===== src/rtl/vga_tg_pkg.sv =====
package vga_tg_pkg;

  typedef enum logic {
    FRAME_TALL  = 1'b0,
    FRAME_SHORT = 1'b1
  } frame_sel_e;

  typedef struct packed {
    logic [15:0] sync_n;
    logic [15:0] back_n;
    logic [15:0] act_n;
    logic [15:0] front_n;
  } v_layout_t;

  function automatic logic [15:0] layout_total(input v_layout_t l);
    return l.sync_n + l.back_n + l.act_n + l.front_n;
  endfunction

  // zero-based index of the first image line
  function automatic logic [15:0] layout_first(input v_layout_t l);
    return l.sync_n + l.back_n;
  endfunction

  function automatic logic [15:0] clamp_span(input logic [15:0] v,
                                             input logic [15:0] lo,
                                             input logic [15:0] hi);
    if (v < lo) return lo;
    if (v > hi) return hi;
    return v;
  endfunction

  function automatic logic [15:0] image_row(input logic [15:0] line,
                                            input logic [15:0] first,
                                            input logic dbl);
    logic [15:0] d;
    d = line - first;
    return dbl ? (d >> 1) : d;
  endfunction

endpackage


===== src/rtl/vga_cfg_sampler.sv =====
module vga_cfg_sampler
  import vga_tg_pkg::*;
#(
  parameter int CPP_W   = 5,
  parameter int CPP_MIN = 2,
  parameter int CPP_MAX = 17
) (
  input  logic             clk,
  input  logic             rst,
  input  logic             load,
  input  frame_sel_e       sel_in,
  input  logic [CPP_W-1:0] cpp_in,
  input  logic             dbl_in,
  output frame_sel_e       sel_q,
  output logic [CPP_W-1:0] cpp_q,
  output logic             dbl_q
);

  always_ff @(posedge clk) begin
    if (rst || load) begin
      sel_q <= sel_in;
      cpp_q <= CPP_W'(clamp_span(16'(cpp_in), 16'(CPP_MIN), 16'(CPP_MAX)));
      dbl_q <= dbl_in;
    end
  end

endmodule


===== src/rtl/vga_slot_timer.sv =====
module vga_slot_timer #(
  parameter  int H_TOT  = 800,
  parameter  int CPP_W  = 5,
  localparam int SLOT_W = $clog2(H_TOT)
) (
  input  logic              clk,
  input  logic              rst,
  input  logic [CPP_W-1:0]  cpp,
  output logic [SLOT_W-1:0] slot,
  output logic              slot_adv,
  output logic              line_end
);

  logic [CPP_W-1:0] sub;

  assign slot_adv = (sub == cpp - 1'b1);
  assign line_end = slot_adv && (slot == SLOT_W'(H_TOT - 1));

  always_ff @(posedge clk) begin
    if (rst) begin
      sub  <= '0;
      slot <= '0;
    end else if (slot_adv) begin
      sub  <= '0;
      slot <= line_end ? '0 : slot + 1'b1;
    end else begin
      sub  <= sub + 1'b1;
    end
  end

endmodule


===== src/rtl/vga_line_counter.sv =====
module vga_line_counter
  import vga_tg_pkg::*;
#(
  parameter int        LINE_W = 10,
  parameter v_layout_t TALL   = '{16'd2, 16'd33, 16'd480, 16'd10},
  parameter v_layout_t SHORT  = '{16'd2, 16'd35, 16'd400, 16'd12}
) (
  input  logic              clk,
  input  logic              rst,
  input  logic              line_end,
  input  frame_sel_e        sel,
  output logic [LINE_W-1:0] line,
  output logic              frame_end
);

  localparam logic [15:0] TALL_LAST  = layout_total(TALL) - 16'd1;
  localparam logic [15:0] SHORT_LAST = layout_total(SHORT) - 16'd1;

  logic [15:0] last_line;

  assign last_line = (sel == FRAME_SHORT) ? SHORT_LAST : TALL_LAST;
  assign frame_end = line_end && (16'(line) == last_line);

  always_ff @(posedge clk) begin
    if (rst) begin
      line <= '0;
    end else if (line_end) begin
      line <= frame_end ? '0 : line + 1'b1;
    end
  end

endmodule


===== src/rtl/vga_raster_gen.sv =====
module vga_raster_gen
  import vga_tg_pkg::*;
#(
  parameter  int H_ACT   = 640,
  parameter  int H_FP    = 16,
  parameter  int H_SY    = 96,
  parameter  int H_BP    = 48,
  parameter  int T_SY    = 2,
  parameter  int T_BP    = 33,
  parameter  int T_ACT   = 480,
  parameter  int T_FP    = 10,
  parameter  int S_SY    = 2,
  parameter  int S_BP    = 35,
  parameter  int S_ACT   = 400,
  parameter  int S_FP    = 12,
  parameter  int CPP_W   = 5,
  parameter  int CPP_MIN = 2,
  parameter  int CPP_MAX = 17,
  localparam int H_TOT   = H_ACT + H_FP + H_SY + H_BP,
  localparam int T_TOT   = T_SY + T_BP + T_ACT + T_FP,
  localparam int S_TOT   = S_SY + S_BP + S_ACT + S_FP,
  localparam int COL_W   = $clog2(H_TOT),
  localparam int LINE_W  = $clog2((T_TOT > S_TOT) ? T_TOT : S_TOT),
  localparam int ROW_W   = $clog2((T_ACT > S_ACT) ? T_ACT : S_ACT)
) (
  input  logic             clk,
  input  logic             rst,
  input  logic             mode_sel,
  input  logic [CPP_W-1:0] cpp_set,
  input  logic             dbl_en,
  output logic             hsync_n,
  output logic             vsync_n,
  output logic             active,
  output logic [COL_W-1:0] col,
  output logic [ROW_W-1:0] row
);

  localparam v_layout_t LAY_T = '{16'(T_SY), 16'(T_BP), 16'(T_ACT), 16'(T_FP)};
  localparam v_layout_t LAY_S = '{16'(S_SY), 16'(S_BP), 16'(S_ACT), 16'(S_FP)};
  localparam logic [15:0] FIRST_T = layout_first(LAY_T);
  localparam logic [15:0] FIRST_S = layout_first(LAY_S);
  localparam logic [15:0] END_T   = FIRST_T + LAY_T.act_n;
  localparam logic [15:0] END_S   = FIRST_S + LAY_S.act_n;
  localparam logic [COL_W-1:0] HS_BEGIN = COL_W'(H_ACT + H_FP);
  localparam logic [COL_W-1:0] HS_END   = COL_W'(H_ACT + H_FP + H_SY);

  // sampled configuration
  frame_sel_e       sel_q;
  logic [CPP_W-1:0] cpp_q;
  logic             dbl_q;

  // named internal events
  logic [COL_W-1:0]  slot;
  logic [LINE_W-1:0] line;
  logic              slot_adv;
  logic              line_end;
  logic              frame_end;

  vga_cfg_sampler #(
    .CPP_W  (CPP_W),
    .CPP_MIN(CPP_MIN),
    .CPP_MAX(CPP_MAX)
  ) u_cfg (
    .clk   (clk),
    .rst   (rst),
    .load  (frame_end),
    .sel_in(frame_sel_e'(mode_sel)),
    .cpp_in(cpp_set),
    .dbl_in(dbl_en),
    .sel_q (sel_q),
    .cpp_q (cpp_q),
    .dbl_q (dbl_q)
  );

  vga_slot_timer #(
    .H_TOT(H_TOT),
    .CPP_W(CPP_W)
  ) u_slot (
    .clk     (clk),
    .rst     (rst),
    .cpp     (cpp_q),
    .slot    (slot),
    .slot_adv(slot_adv),
    .line_end(line_end)
  );

  vga_line_counter #(
    .LINE_W(LINE_W),
    .TALL  (LAY_T),
    .SHORT (LAY_S)
  ) u_line (
    .clk      (clk),
    .rst      (rst),
    .line_end (line_end),
    .sel      (sel_q),
    .line     (line),
    .frame_end(frame_end)
  );

  // raster decode
  logic [15:0] line16;
  logic [15:0] first_line;
  logic [15:0] end_line;
  logic [15:0] sync_lines;
  logic        in_cols;
  logic        in_rows;
  logic        hs_zone;
  logic        vs_zone;

  assign line16     = 16'(line);
  assign first_line = (sel_q == FRAME_SHORT) ? FIRST_S : FIRST_T;
  assign end_line   = (sel_q == FRAME_SHORT) ? END_S : END_T;
  assign sync_lines = (sel_q == FRAME_SHORT) ? LAY_S.sync_n : LAY_T.sync_n;

  assign in_cols = (slot < COL_W'(H_ACT));
  assign in_rows = (line16 >= first_line) && (line16 < end_line);
  assign hs_zone = (slot >= HS_BEGIN) && (slot < HS_END);
  assign vs_zone = (line16 < sync_lines);

  assign hsync_n = ~hs_zone;
  assign vsync_n = ~vs_zone;
  assign active  = in_cols && in_rows;
  assign col     = active ? slot : '0;
  assign row     = active ? ROW_W'(image_row(line16, first_line, dbl_q)) : '0;

endmodule


===== config.mk =====
export PLATFORM = sky130hd
export DESIGN_NAME = vga_raster_gen
export DESIGN_NICKNAME = d
export VERILOG_FILES = /design/src/rtl/vga_tg_pkg.sv /design/src/rtl/vga_cfg_sampler.sv /design/src/rtl/vga_slot_timer.sv /design/src/rtl/vga_line_counter.sv /design/src/rtl/vga_raster_gen.sv
export SDC_FILE = /design/constraint.sdc
export NUM_CORES = 1
export LEC_CHECK = 0
export ABC_AREA = 1
export ABC_CLOCK_PERIOD_IN_PS = 2720
export BUFFER_PORTS_ARGS = -buffer_cell sky130_fd_sc_hd__buf_2
export CORE_MARGIN = 5
export CORE_UTILIZATION = 59
export DETAILED_ROUTE_END_ITERATION = 10
export GPL_ROUTABILITY_DRIVEN = 0
export PLACE_DENSITY = 0.8
export REMOVE_ABC_BUFFERS = 1
export SLEW_MARGIN = 10
export SYNTH_ARGS = -nofsm -noshare
export SYNTH_HDL_FRONTEND = slang
export SYNTH_SLANG_ARGS = --single-unit

===== constraint.sdc =====
create_clock -name clk -period 2.72 [get_ports clk]
set_clock_uncertainty 0.2 [all_clocks]
set_input_delay 0.544 -clock clk [delete_from_list [all_inputs] [get_ports clk]]
set_output_delay 0.544 -clock clk [all_outputs]
set_load 0.01 [all_outputs]

* Word-level counts from Yosys, hierarchy flattened
Index checks and enable logic that the tools add are counted.
** Cells by class
- Add/subtract/negate cells :: 5
- Order comparisons :: 8
- Eq/ne operators :: 3
- Mux-type cells :: 17
- Bitwise logic cells :: 2
- Reduce and logical (&&, ||, !) cells :: 7
** Operator list (number)
- 10-bit two-way mux :: 5
- 10-bit by 1-bit adder with 10-bit output (second input constant) :: 2
- 10-bit less-than comparator (second input constant) :: 2
- 5-bit two-way mux :: 4
- 9-bit two-way mux :: 2
- 10-bit by 16-bit == test with 1-bit output :: 1
- 10-bit == test (second input constant) :: 1
- 10-bit >= comparator (second input constant) :: 1
- 10-bit by 6-bit >= comparator with 1-bit output :: 1
- 10-bit less-than comparator :: 1
- 10-bit by 2-bit less-than comparator with 1-bit output (second input constant) :: 1
- 10-bit by 6-bit subtractor with 10-bit output :: 1
- 5-bit by 1-bit adder with 5-bit output (second input constant) :: 1
- 5-bit == test :: 1
- 5-bit > comparator (second input constant) :: 1
- 1-bit logical AND :: 5
- 5-bit by 2-bit less-than comparator with 1-bit output (second input constant) :: 1
- 1-bit two-way mux :: 5
- 5-bit by 1-bit subtractor with 5-bit output (second input constant) :: 1
- 3-bit two-way mux :: 1
- 1-bit inverter :: 2
- 2-bit OR reduction :: 1
- 1-bit logical OR :: 1
** Word-level totals
- Register bits after elaboration :: 32
- Bits of input ports :: 9
- Output and inout bits :: 22
- Word-level logic and storage cells :: 48

* Longest topological paths before layout
- Word-level depth :: 10
- Depth in mapped cells :: 14
- Mapped depth without buffers :: 14

* Modules after synthesis
Synthesis repeated with hierarchy kept, for this count alone.
** Second synthesis, totals
- Cell total of the unflattened synthesis :: 405
- Area total of the unflattened synthesis :: 2707.6 um^2
** By module, submodules not included
- vga_slot_timer :: instances 1, cells an instance 159, area an instance 1033.5 um^2, sequential area each 300.3 um^2
- vga_raster_gen :: instances 1, cells an instance 136, area an instance 807.0 um^2, sequential area each 0.0 um^2
- vga_line_counter :: instances 1, cells an instance 89, area an instance 596.8 um^2, sequential area each 200.2 um^2
- vga_cfg_sampler :: instances 1, cells an instance 21, area an instance 270.3 um^2, sequential area each 210.2 um^2

* Least setup slack after synthesis
OpenSTA, ideal clock, no wires.
- Path type :: register to output
- Start point :: reg u_cfg.sel_q
- End point :: out col[0]
- Arrival time :: 1.893 ns
- Required time :: 1.976 ns
- Path slack :: 0.083 ns
- Stages on the path, launching flop included :: 12
- Buffers on the path :: 1
- Path through :: edfxtp_1 -> inv_1 -> ha_1 -> inv_2 -> o21ai_2 -> inv_2 -> nand2_4 -> nand2_4 -> a21oi_4 -> nand2_4 -> buf_12 -> nor2_4
** Between the ends
- Word-level cells in the longest chain between the ends :: 5
- Elaborated cells on any way between the ends :: 7
- Those cells by class :: 2 x order compare; 3 x mux; 2 x reduce/logical
** RTL lines
- start: declaration :: line vga_cfg_sampler.sv:14 : output frame_sel_e sel_q,
- start signal: assignment :: line vga_cfg_sampler.sv:21 : sel_q <= sel_in;
- 3-bit two-way mux / 10-bit two-way mux (equally long branches) :: line vga_raster_gen.sv:111, vga_raster_gen.sv:112
- 10-bit by 6-bit >= comparator with 1-bit output / 10-bit less-than comparator (equally long branches) :: line vga_raster_gen.sv:116 : assign in_rows = (line16 >= first_line) && (line16 < end_line);
- 1-bit logical AND * :: line vga_raster_gen.sv:116
- 1-bit logical AND * :: line vga_raster_gen.sv:122 : assign active = in_cols && in_rows;
- 10-bit two-way mux * :: line vga_raster_gen.sv:123 : assign col = active ? slot : '0;
- end: declaration :: line vga_raster_gen.sv:34 : output logic [COL_W-1:0] col,
Mark *: on every way between the ends. The rest lies on a longest branch, timed or not.

* Final worst setup path
- Start point :: reg u_cfg.sel_q
- End point :: out row[5]
** Between the ends
- Word-level cells in the longest chain between the ends :: 5
- Elaborated cells on any way between the ends :: 9
- Those cells by class :: 1 x add/sub; 2 x order compare; 4 x mux; 2 x reduce/logical
** RTL lines
- 3-bit two-way mux / 10-bit two-way mux (equally long branches) :: line vga_raster_gen.sv:111, vga_raster_gen.sv:112
- 10-bit by 6-bit >= comparator with 1-bit output / 10-bit less-than comparator (equally long branches) :: line vga_raster_gen.sv:116
- 1-bit logical AND :: line vga_raster_gen.sv:116
- 1-bit logical AND :: line vga_raster_gen.sv:122
- 9-bit two-way mux * :: line vga_raster_gen.sv:124 : assign row = active ? ROW_W'(image_row(line16, first_line, dbl_q)) : '0;
- end: declaration :: line vga_raster_gen.sv:35 : output logic [ROW_W-1:0] row
Marked as above.

==> flow_summary.ini <==
[final_layout]
nets = 500
final_util_pct = 79.59
design_area_sq_mm = 0.003537
synthToLayoutAreaGrowth_pct = 28.09
drive_above_1_share_pct = 26.62
antennaDiodeCount = 0

[synthesis]
netlist_top_cells_count = nand2_1 (114), inv_1 (51), nor2_1 (47), nand3_1 (33), a21oi_1 (26)
yosysMostFrequentCell = nand2_1
yosysTopAreaCell = dfxtp_1
ys_types = 39
synth_top_area_share_pct = 18.12
synthCells = 420
synth.area.top_cells = dfxtp_1 (18%), nand2_1 (15%), edfxtp_1 (7.6%), inv_1 (6.9%), nor2_1 (6.4%)
ys_seq_elements = 32
syn_area_sq_mm = 0.002761
synth_edf_count = 7
seq_area_frac_synth_pct = 25.74
async_reset_ff_share_pct = 0
synth_ff_type = dfxtp_1
ys_warn_count = 0
synth_area_per_cell_sq_um = 6.575

[global_routing]
grt_pass1_wl_um = 12370
grt_antenna_before_repair = 0
overflow = 0
track_usage_pct = 24.65
grt_pass1_vias = 2777
grt_start_max_net_pins = 18

[sta]
slew_violations = 0
timing.final.crit_share_pct = 114.5
setup_viol = 20
worst_slack_ps = -395.3
fin_crit_ps = 3115
tightest_slew_ps = 421.0
slew_headroom_pct = 71.89
rsz0062_at_grt = yes
hold_viol_final = 0
fmax_ghz = 0.3210

[clocking]
cts_tree = built
cts_sinks = 32
ctsHoldBuffers = 0
cts.clk_slew.worst_paths_ps = 70
clk_latency_ps = 290
htree_levels = 2
cts_root_buf = clkbuf_8
cts_buffer_depth = 2
cts_made_buffers = 5

[outcome]
failed_checks = negative setup slack
status = finished with violations

[place]
port_buffers = 30
post_dp_cell_area_sq_mm = 0.003035
dpl.hpwl_um = 5129

[setup_path]
worstReg2RegEnd = u_cfg.cpp_q[0]
start_kind = flip-flop
crit_arrival_ps = 2370
r2r-start = u_cfg.cpp_q[0]
cp.required_ps = 1980
crit_fanout = 6
criticalPathCategory = flip-flop to output pin
ff2ff_path_depth = 12
end_kind = output pin
r2r_setup_slack_ps = 370

[min_path]
whs_endpoint = u_cfg.dbl_q
min_from = dbl_en
whs_path_depth = 1
hp-class = input port to flip-flop

[floorplan]
die_x_um = 78.41
core_area_sq_mm = 0.004444
io-pin-count = 31
row_count = 24
initial_core_util_pct = 62.13
die_area_sq_mm = 0.006148
die_h_um = 78.41

[route]
dr.pass1.iters = 7
drc = 0
finalWirelength_um = 7920
dr_total_vias = 3011
ant_nets = 0
drt-initial-drc-count = 192
wl_per_cell_um = 14.97
via_per_inst = 5.692

[pwr]
vdd_drop_max_mv = 0.2205
p_total_uw = 1055
power_density_mw_per_mm2 = 298.3
cellLeakagePower_uw = 0.001595

[job]
cap_violations = 0
layout make-up:
class	instances	area, sq um
multi-input combinational	317	1904
fill	303	907.1
sequential	32	710.7
timing repair buffer	61	525.5
inverter	59	231.5
clock buffer	8	100.1
tap	52	65.06
through the flow:
step                hold slack [ps]  instances  setup WS, ps  TNS, ps
floorplan                     241.2        408        -46.10   -119.1
global placement              284.4        509         19.41        0
detailed placement            294.1        509        -81.25   -664.0
CTS                           225.2        525        -299.2    -5505
global route                  226.2        529        -472.4    -8996
finish                        226.4        529        -395.3    -7504
critical path, stage by stage, from the launching register on:
cell and delay, ps:
edfxtp_1 480, buf_6 170, ha_4 270, ha_4 120, nand3_2 100, o21a_1 240, a21oi_4 180, nand2_4 140
buf_12 180, nor2_1 70, buf_2 130
metal layers:
metal  GRT usage [%]  vias up  wire length [um]
met2           44.09      143              3879
met4           12.41        0               438
met5               0        -                 0
li1                -     1462                 -
met3           3.661       45               518
met1           28.57     1361              3084
registers in the layout, summed over array words and instances, names as in the netlist:
| signal | cells |
|---|---|
| u_cfg.sel_q | 1 |
| u_slot.sub | 5 |
| u_cfg.dbl_q | 1 |
| u_slot.slot | 10 |
| u_line.line | 10 |
| u_cfg.cpp_q | 5 |
worst max path at each step:
stage,start,end,slack (ps),cells past startpoint
2_1_floorplan,u_cfg.sel_q,row[3],-50,10
3_3_place_gp,u_cfg.sel_q,col[8],20,12
3_5_place_dp,u_cfg.sel_q,col[6],-80,12
4_1_cts,u_cfg.sel_q,col[6],-300,12
5_1_grt,u_cfg.sel_q,col[6],-470,12
6_report,u_cfg.sel_q,row[5],-400,10
timing repair:
| item | 4_1_cts | 5_1_grt |
|---|---|---|
| gates resized for setup | 30 | 26 |
| pin swaps | 13 | 11 |
| buffers inserted | 7 | 4 |
| gates cloned | 1 | 0 |
| endpoints found under the setup margin | 20 | 20 |
cell families after synthesis:
kind of cell / after synthesis / share of synthesized area (%)
flip-flops: 32 / 25.74
XOR/XNOR: 15 / 4.758
adder cells (fa/ha/maj): 15 / 7.069
AO/OA/AOI/OAI: 41 / 8.337
AND/OR/NAND/NOR: 246 / 42.50
buffers and inverters: 71 / 11.60
layout by cell type, fill, tap and decap left out, types with 7 or more instances in the layout:
master / synthesis / final
ha_4: 0 / 7
nand4_1: 19 / 19
nor2_4: 11 / 13
nand3_1: 33 / 30
buf_6: 2 / 18
ha_1: 14 / 7
edfxtp_1: 7 / 7
xor2_1: 12 / 11
buf_4: 2 / 22
nor2_1: 47 / 40
clkbuf_8: 1 / 7
dfxtp_1: 25 / 25
nand2_1: 114 / 110
buf_2: 2 / 18
a21oi_1: 26 / 24
nor3_1: 8 / 7
inv_1: 51 / 49
report_power, final:
group | switching [uW] | internal (uW) | total, uW
registers | 15.1 | 499 | 514
logic | 84.1 | 55.3 | 139
clock network | 171 | 231 | 402
Note: power is estimated with default switching activity, not from simulation.
